===== src/rtl/bdma_pkg.sv =====
// Shared constants and the controller state type for the byte-memory DMA engine.
package bdma_pkg;
    localparam int BYTE_W = 8;
    localparam int PM_W   = 24;
    localparam int DM_W   = 16;
    localparam int PM_BYTES = PM_W / BYTE_W;
    localparam int DM_BYTES = DM_W / BYTE_W;

    typedef enum logic [1:0] {
        ST_IDLE = 2'd0,
        ST_GAP  = 2'd1,   // arbitration cycle before each byte access
        ST_BYTE = 2'd2,   // byte access including wait states
        ST_WORD = 2'd3    // single-cycle on-chip word transfer
    } bdma_state_t;
endpackage


===== src/rtl/bdma_wait_timer.sv =====
// Wait-state timer: counts the cycles of one byte access.
// Assumes: load is pulsed in the cycle before the access begins; active is
// high for every cycle of the access. last flags the final access cycle.
module bdma_wait_timer #(
    parameter int WAIT_W = 3
) (
    input  logic              clk,
    input  logic              rst_n,
    input  logic              load,
    input  logic [WAIT_W-1:0] waits,
    input  logic              active,
    output logic              last
);
    logic [WAIT_W-1:0] wcnt;

    // Reload at access start, count down while the access runs.
    always_ff @(posedge clk) begin
        if (!rst_n)
            wcnt <= '0;
        else if (load)
            wcnt <= waits;
        else if (active && wcnt != '0)
            wcnt <= wcnt - WAIT_W'(1);
    end

    assign last = active && (wcnt == '0);

    AST_WAIT_BOUNDED: assert property (@(posedge clk) disable iff (!rst_n)
        active |-> (wcnt <= waits));
endmodule


===== src/rtl/bdma_packer.sv =====
// Byte packer / unpacker: assembles bytes into a word MSB first (load) or
// splits a word into bytes MSB first (store).
// Assumes: data-memory words sit in the low DM_W bits of the word bus.
module bdma_packer
    import bdma_pkg::*;
(
    input  logic              clk,
    input  logic              rst_n,
    input  logic              pm,
    input  logic              cap_byte,
    input  logic [BYTE_W-1:0] byte_in,
    input  logic              load_word,
    input  logic [PM_W-1:0]   word_in,
    input  logic              shift_out,
    output logic [PM_W-1:0]   word_out,
    output logic [BYTE_W-1:0] byte_out
);
    logic [PM_W-1:0] sh;

    // Shift register shared by both directions.
    always_ff @(posedge clk) begin
        if (!rst_n)
            sh <= '0;
        else if (load_word)
            sh <= pm ? word_in : {word_in[DM_W-1:0], {(PM_W-DM_W){1'b0}}};
        else if (cap_byte)
            sh <= {sh[PM_W-BYTE_W-1:0], byte_in};
        else if (shift_out)
            sh <= {sh[PM_W-BYTE_W-1:0], {BYTE_W{1'b0}}};
    end

    // Word view: program words use all bits, data words are zero-extended.
    always_comb begin
        if (pm)
            word_out = sh;
        else
            word_out = {{(PM_W-DM_W){1'b0}}, sh[DM_W-1:0]};
    end

    assign byte_out = sh[PM_W-1 -: BYTE_W];
endmodule


===== src/rtl/bdma_ctrl.sv =====
// Transfer controller: latches the setup on a nonzero count write, sequences
// arbitration, byte accesses and word transfers, keeps the counters and the
// addresses, and produces completion and processor hold-off signals.
// Assumes: byte_last comes from the wait timer; cpu_ext_req may change at any cycle.
module bdma_ctrl
    import bdma_pkg::*;
#(
    parameter int CNT_W  = 14,
    parameter int WAIT_W = 3,
    parameter int INT_AW = 14,
    parameter int EXT_AW = 14
) (
    input  logic              clk,
    input  logic              rst_n,
    input  logic              cnt_we,
    input  logic [CNT_W-1:0]  cnt_wdata,
    input  logic              cfg_dir,
    input  logic              cfg_type,
    input  logic              cfg_ctx_reset,
    input  logic [WAIT_W-1:0] cfg_waits,
    input  logic [INT_AW-1:0] cfg_int_addr,
    input  logic [EXT_AW-1:0] cfg_ext_addr,
    input  logic              cpu_ext_req,
    input  logic              byte_last,
    output logic              byte_go,
    output logic              in_byte,
    output logic              in_word,
    output logic              dir_q,
    output logic              pm_q,
    output logic [WAIT_W-1:0] waits_q,
    output logic [INT_AW-1:0] iaddr_q,
    output logic [EXT_AW-1:0] eaddr_q,
    output logic              busy,
    output logic              done,
    output logic              done_pulse,
    output logic              cpu_hold,
    output logic              cpu_restart
);
    bdma_state_t     state;
    logic [CNT_W-1:0] cnt_q;
    logic [1:0]       bidx;
    logic             ctx_q;
    logic             last_byte_of_word;

    assign last_byte_of_word = pm_q ? (bidx == 2'(PM_BYTES-1)) : (bidx == 2'(DM_BYTES-1));
    assign byte_go  = (state == ST_GAP) && !cpu_ext_req;
    assign in_byte  = (state == ST_BYTE);
    assign in_word  = (state == ST_WORD);
    assign busy     = (state != ST_IDLE);
    assign cpu_hold = busy && ctx_q;

    // Sequencer with setup latch, count, addresses and completion flags.
    always_ff @(posedge clk) begin
        if (!rst_n) begin
            state       <= ST_IDLE;
            cnt_q       <= '0;
            bidx        <= '0;
            dir_q       <= 1'b0;
            pm_q        <= 1'b1;
            ctx_q       <= 1'b0;
            waits_q     <= '0;
            iaddr_q     <= '0;
            eaddr_q     <= '0;
            done        <= 1'b0;
            done_pulse  <= 1'b0;
            cpu_restart <= 1'b0;
        end else begin
            done_pulse  <= 1'b0;
            cpu_restart <= 1'b0;
            case (state)
                ST_IDLE: begin
                    if (cnt_we && cnt_wdata != '0) begin
                        cnt_q   <= cnt_wdata;
                        dir_q   <= cfg_dir;
                        pm_q    <= !cfg_type;
                        ctx_q   <= cfg_ctx_reset;
                        waits_q <= cfg_waits;
                        iaddr_q <= cfg_int_addr;
                        eaddr_q <= cfg_ext_addr;
                        bidx    <= '0;
                        done    <= 1'b0;
                        state   <= cfg_dir ? ST_WORD : ST_GAP;
                    end
                end
                ST_GAP: begin
                    if (!cpu_ext_req)
                        state <= ST_BYTE;
                end
                ST_BYTE: begin
                    if (byte_last) begin
                        eaddr_q <= eaddr_q + EXT_AW'(1);
                        if (!last_byte_of_word) begin
                            bidx  <= bidx + 2'd1;
                            state <= ST_GAP;
                        end else begin
                            bidx <= '0;
                            if (!dir_q) begin
                                state <= ST_WORD;
                            end else if (cnt_q == CNT_W'(1)) begin
                                cnt_q       <= '0;
                                state       <= ST_IDLE;
                                done        <= 1'b1;
                                done_pulse  <= 1'b1;
                                cpu_restart <= ctx_q;
                            end else begin
                                cnt_q <= cnt_q - CNT_W'(1);
                                state <= ST_WORD;
                            end
                        end
                    end
                end
                ST_WORD: begin
                    iaddr_q <= iaddr_q + INT_AW'(1);
                    if (dir_q) begin
                        state <= ST_GAP;
                    end else if (cnt_q == CNT_W'(1)) begin
                        cnt_q       <= '0;
                        state       <= ST_IDLE;
                        done        <= 1'b1;
                        done_pulse  <= 1'b1;
                        cpu_restart <= ctx_q;
                    end else begin
                        cnt_q <= cnt_q - CNT_W'(1);
                        state <= ST_GAP;
                    end
                end
                default: state <= ST_IDLE;
            endcase
        end
    end

    AST_COUNT_NONZERO: assert property (@(posedge clk) disable iff (!rst_n)
        busy |-> (cnt_q != '0));
    AST_CPU_BLOCKS_BYTE: assert property (@(posedge clk) disable iff (!rst_n)
        (state == ST_GAP && cpu_ext_req) |=> (state == ST_GAP));
    AST_DONE_ONE_SHOT: assert property (@(posedge clk) disable iff (!rst_n)
        done_pulse |=> !done_pulse);
    AST_RESTART_AFTER_HOLD: assert property (@(posedge clk) disable iff (!rst_n)
        cpu_restart |-> ($past(cpu_hold) && done_pulse));
endmodule


===== src/rtl/bytemem_dma.sv =====
// Byte-memory DMA engine top: wires the controller, the wait-state timer and
// the byte packer onto the byte-memory, on-chip memory and processor ports.
// Assumes: mem_rdata is valid in the cycle mem_req is high; bm_rdata is valid
// in the final cycle of a byte access.
module bytemem_dma
    import bdma_pkg::*;
#(
    parameter int CNT_W  = 14,
    parameter int WAIT_W = 3,
    parameter int INT_AW = 14,
    parameter int EXT_AW = 14
) (
    input  logic              clk,
    input  logic              rst_n,
    input  logic              cnt_we,
    input  logic [CNT_W-1:0]  cnt_wdata,
    input  logic              cfg_dir,
    input  logic              cfg_type,
    input  logic              cfg_ctx_reset,
    input  logic [WAIT_W-1:0] cfg_waits,
    input  logic [INT_AW-1:0] cfg_int_addr,
    input  logic [EXT_AW-1:0] cfg_ext_addr,
    input  logic              cpu_ext_req,
    output logic              bm_en,
    output logic              bm_we,
    output logic              bm_strobe,
    output logic [EXT_AW-1:0] bm_addr,
    output logic [7:0]        bm_wdata,
    input  logic [7:0]        bm_rdata,
    output logic              mem_req,
    output logic              mem_we,
    output logic              mem_pm,
    output logic [INT_AW-1:0] mem_addr,
    output logic [23:0]       mem_wdata,
    input  logic [23:0]       mem_rdata,
    output logic              cpu_hold,
    output logic              cpu_restart,
    output logic              busy,
    output logic              done,
    output logic              done_pulse
);
    logic              byte_go, in_byte, in_word, dir_q, pm_q, byte_last;
    logic [WAIT_W-1:0] waits_q;

    bdma_ctrl #(
        .CNT_W(CNT_W), .WAIT_W(WAIT_W), .INT_AW(INT_AW), .EXT_AW(EXT_AW)
    ) u_ctrl (
        .clk(clk), .rst_n(rst_n),
        .cnt_we(cnt_we), .cnt_wdata(cnt_wdata),
        .cfg_dir(cfg_dir), .cfg_type(cfg_type), .cfg_ctx_reset(cfg_ctx_reset),
        .cfg_waits(cfg_waits), .cfg_int_addr(cfg_int_addr), .cfg_ext_addr(cfg_ext_addr),
        .cpu_ext_req(cpu_ext_req), .byte_last(byte_last),
        .byte_go(byte_go), .in_byte(in_byte), .in_word(in_word),
        .dir_q(dir_q), .pm_q(pm_q), .waits_q(waits_q),
        .iaddr_q(mem_addr), .eaddr_q(bm_addr),
        .busy(busy), .done(done), .done_pulse(done_pulse),
        .cpu_hold(cpu_hold), .cpu_restart(cpu_restart)
    );

    bdma_wait_timer #(.WAIT_W(WAIT_W)) u_timer (
        .clk(clk), .rst_n(rst_n),
        .load(byte_go), .waits(waits_q), .active(in_byte), .last(byte_last)
    );

    bdma_packer u_pack (
        .clk(clk), .rst_n(rst_n), .pm(pm_q),
        .cap_byte(byte_last && !dir_q), .byte_in(bm_rdata),
        .load_word(in_word && dir_q), .word_in(mem_rdata),
        .shift_out(byte_last && dir_q),
        .word_out(mem_wdata), .byte_out(bm_wdata)
    );

    assign bm_en     = in_byte;
    assign bm_we     = in_byte && dir_q;
    assign bm_strobe = byte_last;
    assign mem_req   = in_word;
    assign mem_we    = in_word && !dir_q;
    assign mem_pm    = pm_q;

    AST_ACCESS_STEADY: assert property (@(posedge clk) disable iff (!rst_n)
        (bm_en && !bm_strobe) |=> (bm_en && $stable(bm_addr)));
    AST_WORD_SINGLE: assert property (@(posedge clk) disable iff (!rst_n)
        mem_req |=> !mem_req);
    AST_NO_OVERLAP: assert property (@(posedge clk) disable iff (!rst_n)
        !(mem_req && bm_en));
endmodule


===== config.mk =====
export PLATFORM = sky130hd
export DESIGN_NAME = bytemem_dma
export DESIGN_NICKNAME = d
export VERILOG_FILES = /design/src/rtl/bdma_pkg.sv /design/src/rtl/bdma_wait_timer.sv /design/src/rtl/bdma_packer.sv /design/src/rtl/bdma_ctrl.sv /design/src/rtl/bytemem_dma.sv
export SDC_FILE = /design/constraint.sdc
export NUM_CORES = 1
export LEC_CHECK = 0
export BUFFER_PORTS_ARGS = -buffer_cell sky130_fd_sc_hd__buf_2
export CORE_ASPECT_RATIO = 0.5
export CORE_UTILIZATION = 25
export DETAILED_ROUTE_END_ITERATION = 10
export GPL_ROUTABILITY_DRIVEN = 0
export PLACE_DENSITY = 0.55
export SYNTH_ARGS = -nofsm -noshare
export SYNTH_HDL_FRONTEND = slang
export SYNTH_SLANG_ARGS = --single-unit
export TNS_END_PERCENT = 30

===== constraint.sdc =====
create_clock -name clk -period 1.9 [get_ports clk]
set_clock_uncertainty 0.05 [all_clocks]
set_input_delay 0 -clock clk [delete_from_list [all_inputs] [get_ports clk]]
set_output_delay 0 -clock clk [all_outputs]
set_load 0.005 [all_outputs]

==> results of run 1 <==
[per-stage QoR]
stage / hold WS [ps] / setup WS [ps] / std cells / TNS [ps]
after detailed placement: 174 / -273 / 1013 / -4350
after CTS: 10.7 / -116 / 1078 / -907
after global routing: 19.5 / -202 / 1081 / -2290
after floorplan: 81.1 / -118 / 591 / -979
after global placement: 173 / -213 / 1013 / -3480
final: 10.4 / -137 / 1081 / -1210
[Yosys cell counts, types with 4 or more instances]
| library cell | number |
|---|---|
| dfxtp_1 | 82 |
| o21a_1 | 7 |
| nor3_1 | 23 |
| nor2b_1 | 10 |
| or4_1 | 5 |
| o211ai_1 | 5 |
| mux2_2 | 8 |
| and2_1 | 13 |
| o22ai_1 | 7 |
| buf_1 | 5 |
| inv_1 | 10 |
| ha_1 | 6 |
| nand3_1 | 14 |
| a311oi_1 | 12 |
| nand2_1 | 72 |
| a222oi_1 | 14 |
| nor4_1 | 8 |
| a31oi_1 | 7 |
| buf_2 | 7 |
| or2_2 | 4 |
| a22oi_1 | 6 |
| nor3b_1 | 4 |
| a21oi_1 | 49 |
| nor2_1 | 69 |
| o21ai_0 | 24 |
| clkbuf_1 | 31 |
| a221oi_1 | 5 |
| nand4_1 | 8 |
| a211oi_1 | 15 |
[power by group]
group	leakage, nW	switching, mW	internal [mW]	total (mW)
Combinational	2.18	2.44	2.26	4.71
Clock	0.125	0.736	0.921	1.66
Sequential	0.673	0.388	2.10	2.49
[sequential cells by signal, indices dropped and copies added, names as in the netlist]
signal,cells
u_ctrl.ctx_q,1
u_timer.wcnt,3
u_ctrl.iaddr_q,14
u_ctrl.state,2
u_ctrl.pm_q,1
u_ctrl.done_pulse,1
u_ctrl.done,1
u_ctrl.dir_q,1
u_ctrl.cnt_q,14
u_ctrl.eaddr_q,14
u_ctrl.cpu_restart,1
u_pack.sh,24
u_ctrl.waits_q,3
u_ctrl.bidx,2
[cells by family after synthesis]
logic type	Yosys count	share of synthesized area, %
simple gates	253	27.0
compound gates	180	27.7
flops	82	35.7
buf+inv	58	5.17
mux	10	2.39
fa+ha+maj	6	1.63
xor+xnor	2	0.381
[area by class of cell]
class | instances | area [sq um]
clock inverter | 4 | 27.5
multi-input combinational | 452 | 2930
inverter | 14 | 52.6
tap | 234 | 293
fill | 1810 | 10500
clock buffer | 12 | 246
timing repair buffer | 283 | 1960
sequential | 82 | 1650
[timing repair]
item / CTS / global route
endpoints found under the setup margin: 36 / 51
hold buffers: 46 / 0
hold endpoints to repair: 38 / 0
cloned: 1 / 0
gates resized for setup: 21 / 34
setup buffers: 2 / 3
pin swaps: 6 / 14
[layer usage]
layer / vias to the layer above / GRT usage, %
met1: 2639 / 23.4
met5: - / 0
li1: 2720 / -
met3: 24 / 2.73
met4: 0 / 6.95
met2: 134 / 29.9
[critical path: cells and delay by family, from the launching register on]
kind / cells / cell delay, ps
flops: 1 / 320
compound gates: 3 / 360
fa+ha+maj: 1 / 120
buf+inv: 2 / 230
simple gates: 2 / 840
[worst paths after layout]
path | endpoint | slack, ps | cells after the start
worst min register to register | u_ctrl.waits_q[1] | 410 | 2
worst max-delay path | u_ctrl.cnt_q[6] | -140 | 8
worst min-delay path | u_ctrl.cnt_q[6] | 10 | 4
worst max register to register | u_ctrl.cnt_q[6] | -140 | 8
==> impl_metrics.toml, run 1 <==
[synthesis]
yosys.area.top_type = "dfxtp_1"
synth_cell_types = 64
syn_inst = 591
syn-num-nets = 681
synth_area_sq_um = 4600
synth_top_cell_area_share_pct = 35.7
ys_top_cells_by_area = "dfxtp_1, nand2_1, nor2_1"
ys_ff_latch = 82
ys_seq_area_share_pct = 35.7
syn_area_per_cell_sq_um = 7.78
synth_edf_count = 0
async_flop_share_pct = 0
synth_warnings = 0
synth_ff_type = "dfxtp_1"

[hold_path]
hold_path_startpoint = "cnt_wdata[6]"
hold_class = "input pin to flop"

[detailed_routing]
route.detailed.drc = 0
drt_iter0_drc = 370
antenna_left = 0
routed_wl_um = 17300
vias = 5517
dr_wl_met2_um = 8250
met1_length_um = 8020
top_layer_used = "met4"
first_pass_iters = 6
met3RoutedLength_um = 683
post_drt_wl_per_cell_um = 16.0
via_per_inst = 5.10

[layout]
final_nets = 932
finish.utilization_pct = 40.5
drive_above_1_share_pct = 37.3
antenna_cells = 0
area_delta_synth_final_pct = 55.8
layout_commonest_cell = "buf_2"
design_area_sq_um = 7160
final_cell_mix = "buf_2, dfxtp_1, nand2_1, nor2_1, buf_4"

[sta]
hold_violations = 0
slew_headroom_pct = 57.0
setup_viol = 15
setup_slack_ps = -137
drv_slew = 0
fmax_mhz = 491
worstMarginPinSlew_ps = 644
fin_crit_ps = 2040
fin_crit_sh_pct = 107
rsz0062_at_grt = "yes"

[power_and_ir_drop]
vdd_ir_drop_max_mv = 0.536
power.density_nw_per_um2 = 1240
leakage_nw = 2.98
finalPower_mw = 8.85

[floorplanning]
rows = 34
start_util_pct = 26.0
die_x_um = 194
dieArea_sq_um = 19000
die_h_um = 97.9
ioPinCount = 155
design.core.area_sq_um = 17700

[global_routing]
grt_start_max_net_pins = 37
track_usage_pct = 17.9
grt.overflow.total = 0
antenna_found_initial = 0
grt_first_pass_wirelength_um = 27600
grt_pass1_vias = 5335

[critical_path]
end_kind = "flop"
crit_path_max_incr_delay_ps = 490
worstPathMaxFanout = 5
crit_arrival_ps = 2210
worstPathCellList = "inv_2 -> ha_4 -> or4b_4 -> buf_6 -> or3_4 -> o21a_1 -> a21oi_2 -> o21ai_1"
slowest_stage = "or4b_4"
regToRegStartpoint = "u_ctrl.cnt_q[1]"
start_kind = "flop"
crit_start = "u_ctrl.cnt_q[1]"
critPathRequiredTime_ps = 2070
path_class = "flop to flop"

[flow_run]
cap_violations = 0

[cts]
cts_root_buf = "clkbuf_16"
cts_buffers = 9
cts_num_sinks = 82
htreeDepth = 3
clk_latency_ps = 340
clk_path_buf_depth = 2
clk_pin_slew_ps = 60
cts_tree = "done"

[outcome]
violations = "negative setup slack"
status = "complete, but fails checks"

[placed_design]
dp_hpwl_um = 12100
port_buffers = 154
post_dp_cell_area_sq_um = 6160
(Power assumes the default switching activity.)
==> run 2: changes to the inputs <==
Settings changed: ABC_AREA set to 1, CTS_CLUSTER_DIAMETER set to 60, PLACE_DENSITY 0.55 to 0.54.
==> impl_metrics.toml, run 2 <==
[outcome]
status = "complete, no violations"

[cts]
clk_path_buf_depth = 2
cts_root_buf = "clkbuf_16"
cts_buffers = 9
post-cts-setup-buffers = 0
htreeDepth = 3
clk_latency_ps = 340
cts_num_sinks = 82
cts_tree = "done"
clk_pin_slew_ps = 60

[critical_path]
crit_arrival_ps = 1730
slowest_stage = "dfxtp_1"
critPathRequiredTime_ps = 1850
crit_path_max_incr_delay_ps = 310
start_kind = "flop"
crit_top_cell = "ha_1"
worstPathMaxFanout = 8
reg2reg_depth = 8
path_class = "flop to primary output"
end_kind = "primary output"
worstPathCellList = "inv_1 -> ha_1 -> ha_1 -> nand2_4 -> clkinv_1 -> buf_4 -> buf_2"

[global_routing]
grt_use_met1_pct = 20.9
track_usage_pct = 16.2
grtUsageMet3_pct = 2.74
grt_use_met2_pct = 28.5
grt_start_max_net_pins = 38
grt.overflow.total = 0
grt_pass1_vias = 5440
grt.busiest_layer = "met2"
grt_first_pass_wirelength_um = 26900
antenna_found_initial = 0

[placed_design]
post_dp_cell_area_sq_um = 6110
port_buffers = 154
dp_hpwl_um = 12300

[floorplanning]
rows = 36
ioPinCount = 155
dieArea_sq_um = 20500
die_h_um = 102
start_util_pct = 25.6
die_x_um = 202
design.core.area_sq_um = 19500

[power_and_ir_drop]
vdd_ir_drop_max_mv = 0.472
leakage_nw = 3.51
power.density_nw_per_um2 = 999

[synthesis]
ys_top_cells_by_area = "dfxtp_1, nand2_1, nor2_1"
synth_top_cell_area_share_pct = 32.9
synth_edf_count = 0
synth_warnings = 0
ys_seq_area_share_pct = 32.9
syn_area_per_cell_sq_um = 6.01
async_flop_share_pct = 0
ys_top_cells_by_count = "nand2_1, nor2_1, dfxtp_1"
synth_cell_types = 35
syn_inst = 830
synth_area_sq_um = 4980
syn-num-nets = 920
yosys.area.top_type = "dfxtp_1"
ys_ff_latch = 82
synth.most_common_cell = "nand2_1"
synth_ff_type = "dfxtp_1"

[layout]
antenna_cells = 0
finish.utilization_pct = 37.0
final_cell_mix = "nand2_1, buf_2, nor2_1, dfxtp_1"
top_register = "u_pack.sh"
fill_cells = 2128
layout_commonest_cell = "nand2_1"
largest_reg_flops = 24
drive_above_1_share_pct = 21.0
final_nets = 1154
area_delta_synth_final_pct = 44.9
design_area_sq_um = 7220

[detailed_routing]
post_drt_wl_per_cell_um = 13.0
antenna_left = 0
first_pass_iters = 7
via_per_inst = 4.55
vias = 6075
drt_iter0_drc = 296
routed_wl_um = 17300
route.detailed.drc = 0

[hold_path]
hold_class = "input pin to flop"
hold_depth = 4

[sta]
fmax_mhz = 563
setup_viol = 0
drv_slew = 0
fin_crit_sh_pct = 93.5
fin_crit_ps = 1780
rsz0062_at_grt = "yes"
hold_violations = 0
worstMarginPinSlew_ps = 467
slew_headroom_pct = 68.7

[flow_run]
cap_violations = 0
-- run 2: worst paths after layout --
| check | endpoint | slack [ps] | start |
|---|---|---|---|
| hold / removal | u_timer.wcnt[0] | 3 | cpu_ext_req |
| setup / recovery | bm_strobe | 120 | u_timer.wcnt[0] |
| setup reg to reg | u_ctrl.cnt_q[13] | 190 | u_timer.wcnt[0] |
| hold reg to reg | u_ctrl.done | 400 | u_ctrl.done |
-- run 2: critical path: cells and delay by family, from the launching register on --
kind | cells | cell delay [ps]
fa+ha+maj | 2 | 460
simple gates | 1 | 150
buf+inv | 4 | 460
flops | 1 | 310
-- run 2: per-stage QoR --
step | hold slack, ps | TNS (ps) | std cells | power [mW] | setup slack, ps
floorplan | 61.3 | 0 | 830 | 4.24 | 136
detailed placement | 161 | 0 | 1243 | 5.18 | 117
finish | 3.29 | 0 | 1335 | 7.21 | 123
CTS | 2.08 | 0 | 1333 | 7.18 | 43.8
global placement | 161 | 0 | 1243 | 5.13 | 153
global route | 28.0 | -8.52 | 1335 | 7.82 | -8.52
-- run 2: metal layers --
layer	vias up	part of all wire (%)
met5	-	0
met1	2773	48
li1	3152	-
met2	133	48
met3	17	3.3
met4	0	1.3
-- run 2: cell families after synthesis --
logic type,Yosys count,synth area share (%)
adder cells (fa/ha/maj),6,1.51
flip-flops,82,32.9
AND/OR/NAND/NOR,497,41.1
XOR/XNOR,6,1.05
buffers and inverters,116,9.79
AO/OA/AOI/OAI,123,13.6
-- run 2: what timing repair did --
item	CTS	global route
resized for setup	0	12
hold buffers	74	0
setup endpoints to repair	0	33
hold endpoints to repair	63	0
-- run 2: final cells by class --
type	instances	area [sq um]	share of cell area [%]
clock buffer	9	225	3.12
clock inverter	7	76.3	1.06
inverter	81	304	4.21
multi-input combinational	634	2920	40.4
sequential	82	1640	22.7
tap	266	333	4.61
timing repair buffer	256	1730	23.9
-- run 2: where the power goes --
group	total [mW]	internal (mW)	switching [mW]
sequential	2.43	2.06	0.369
combinational	2.97	1.19	1.77
clock	1.81	1.03	0.783
total	7.21	4.29	2.93
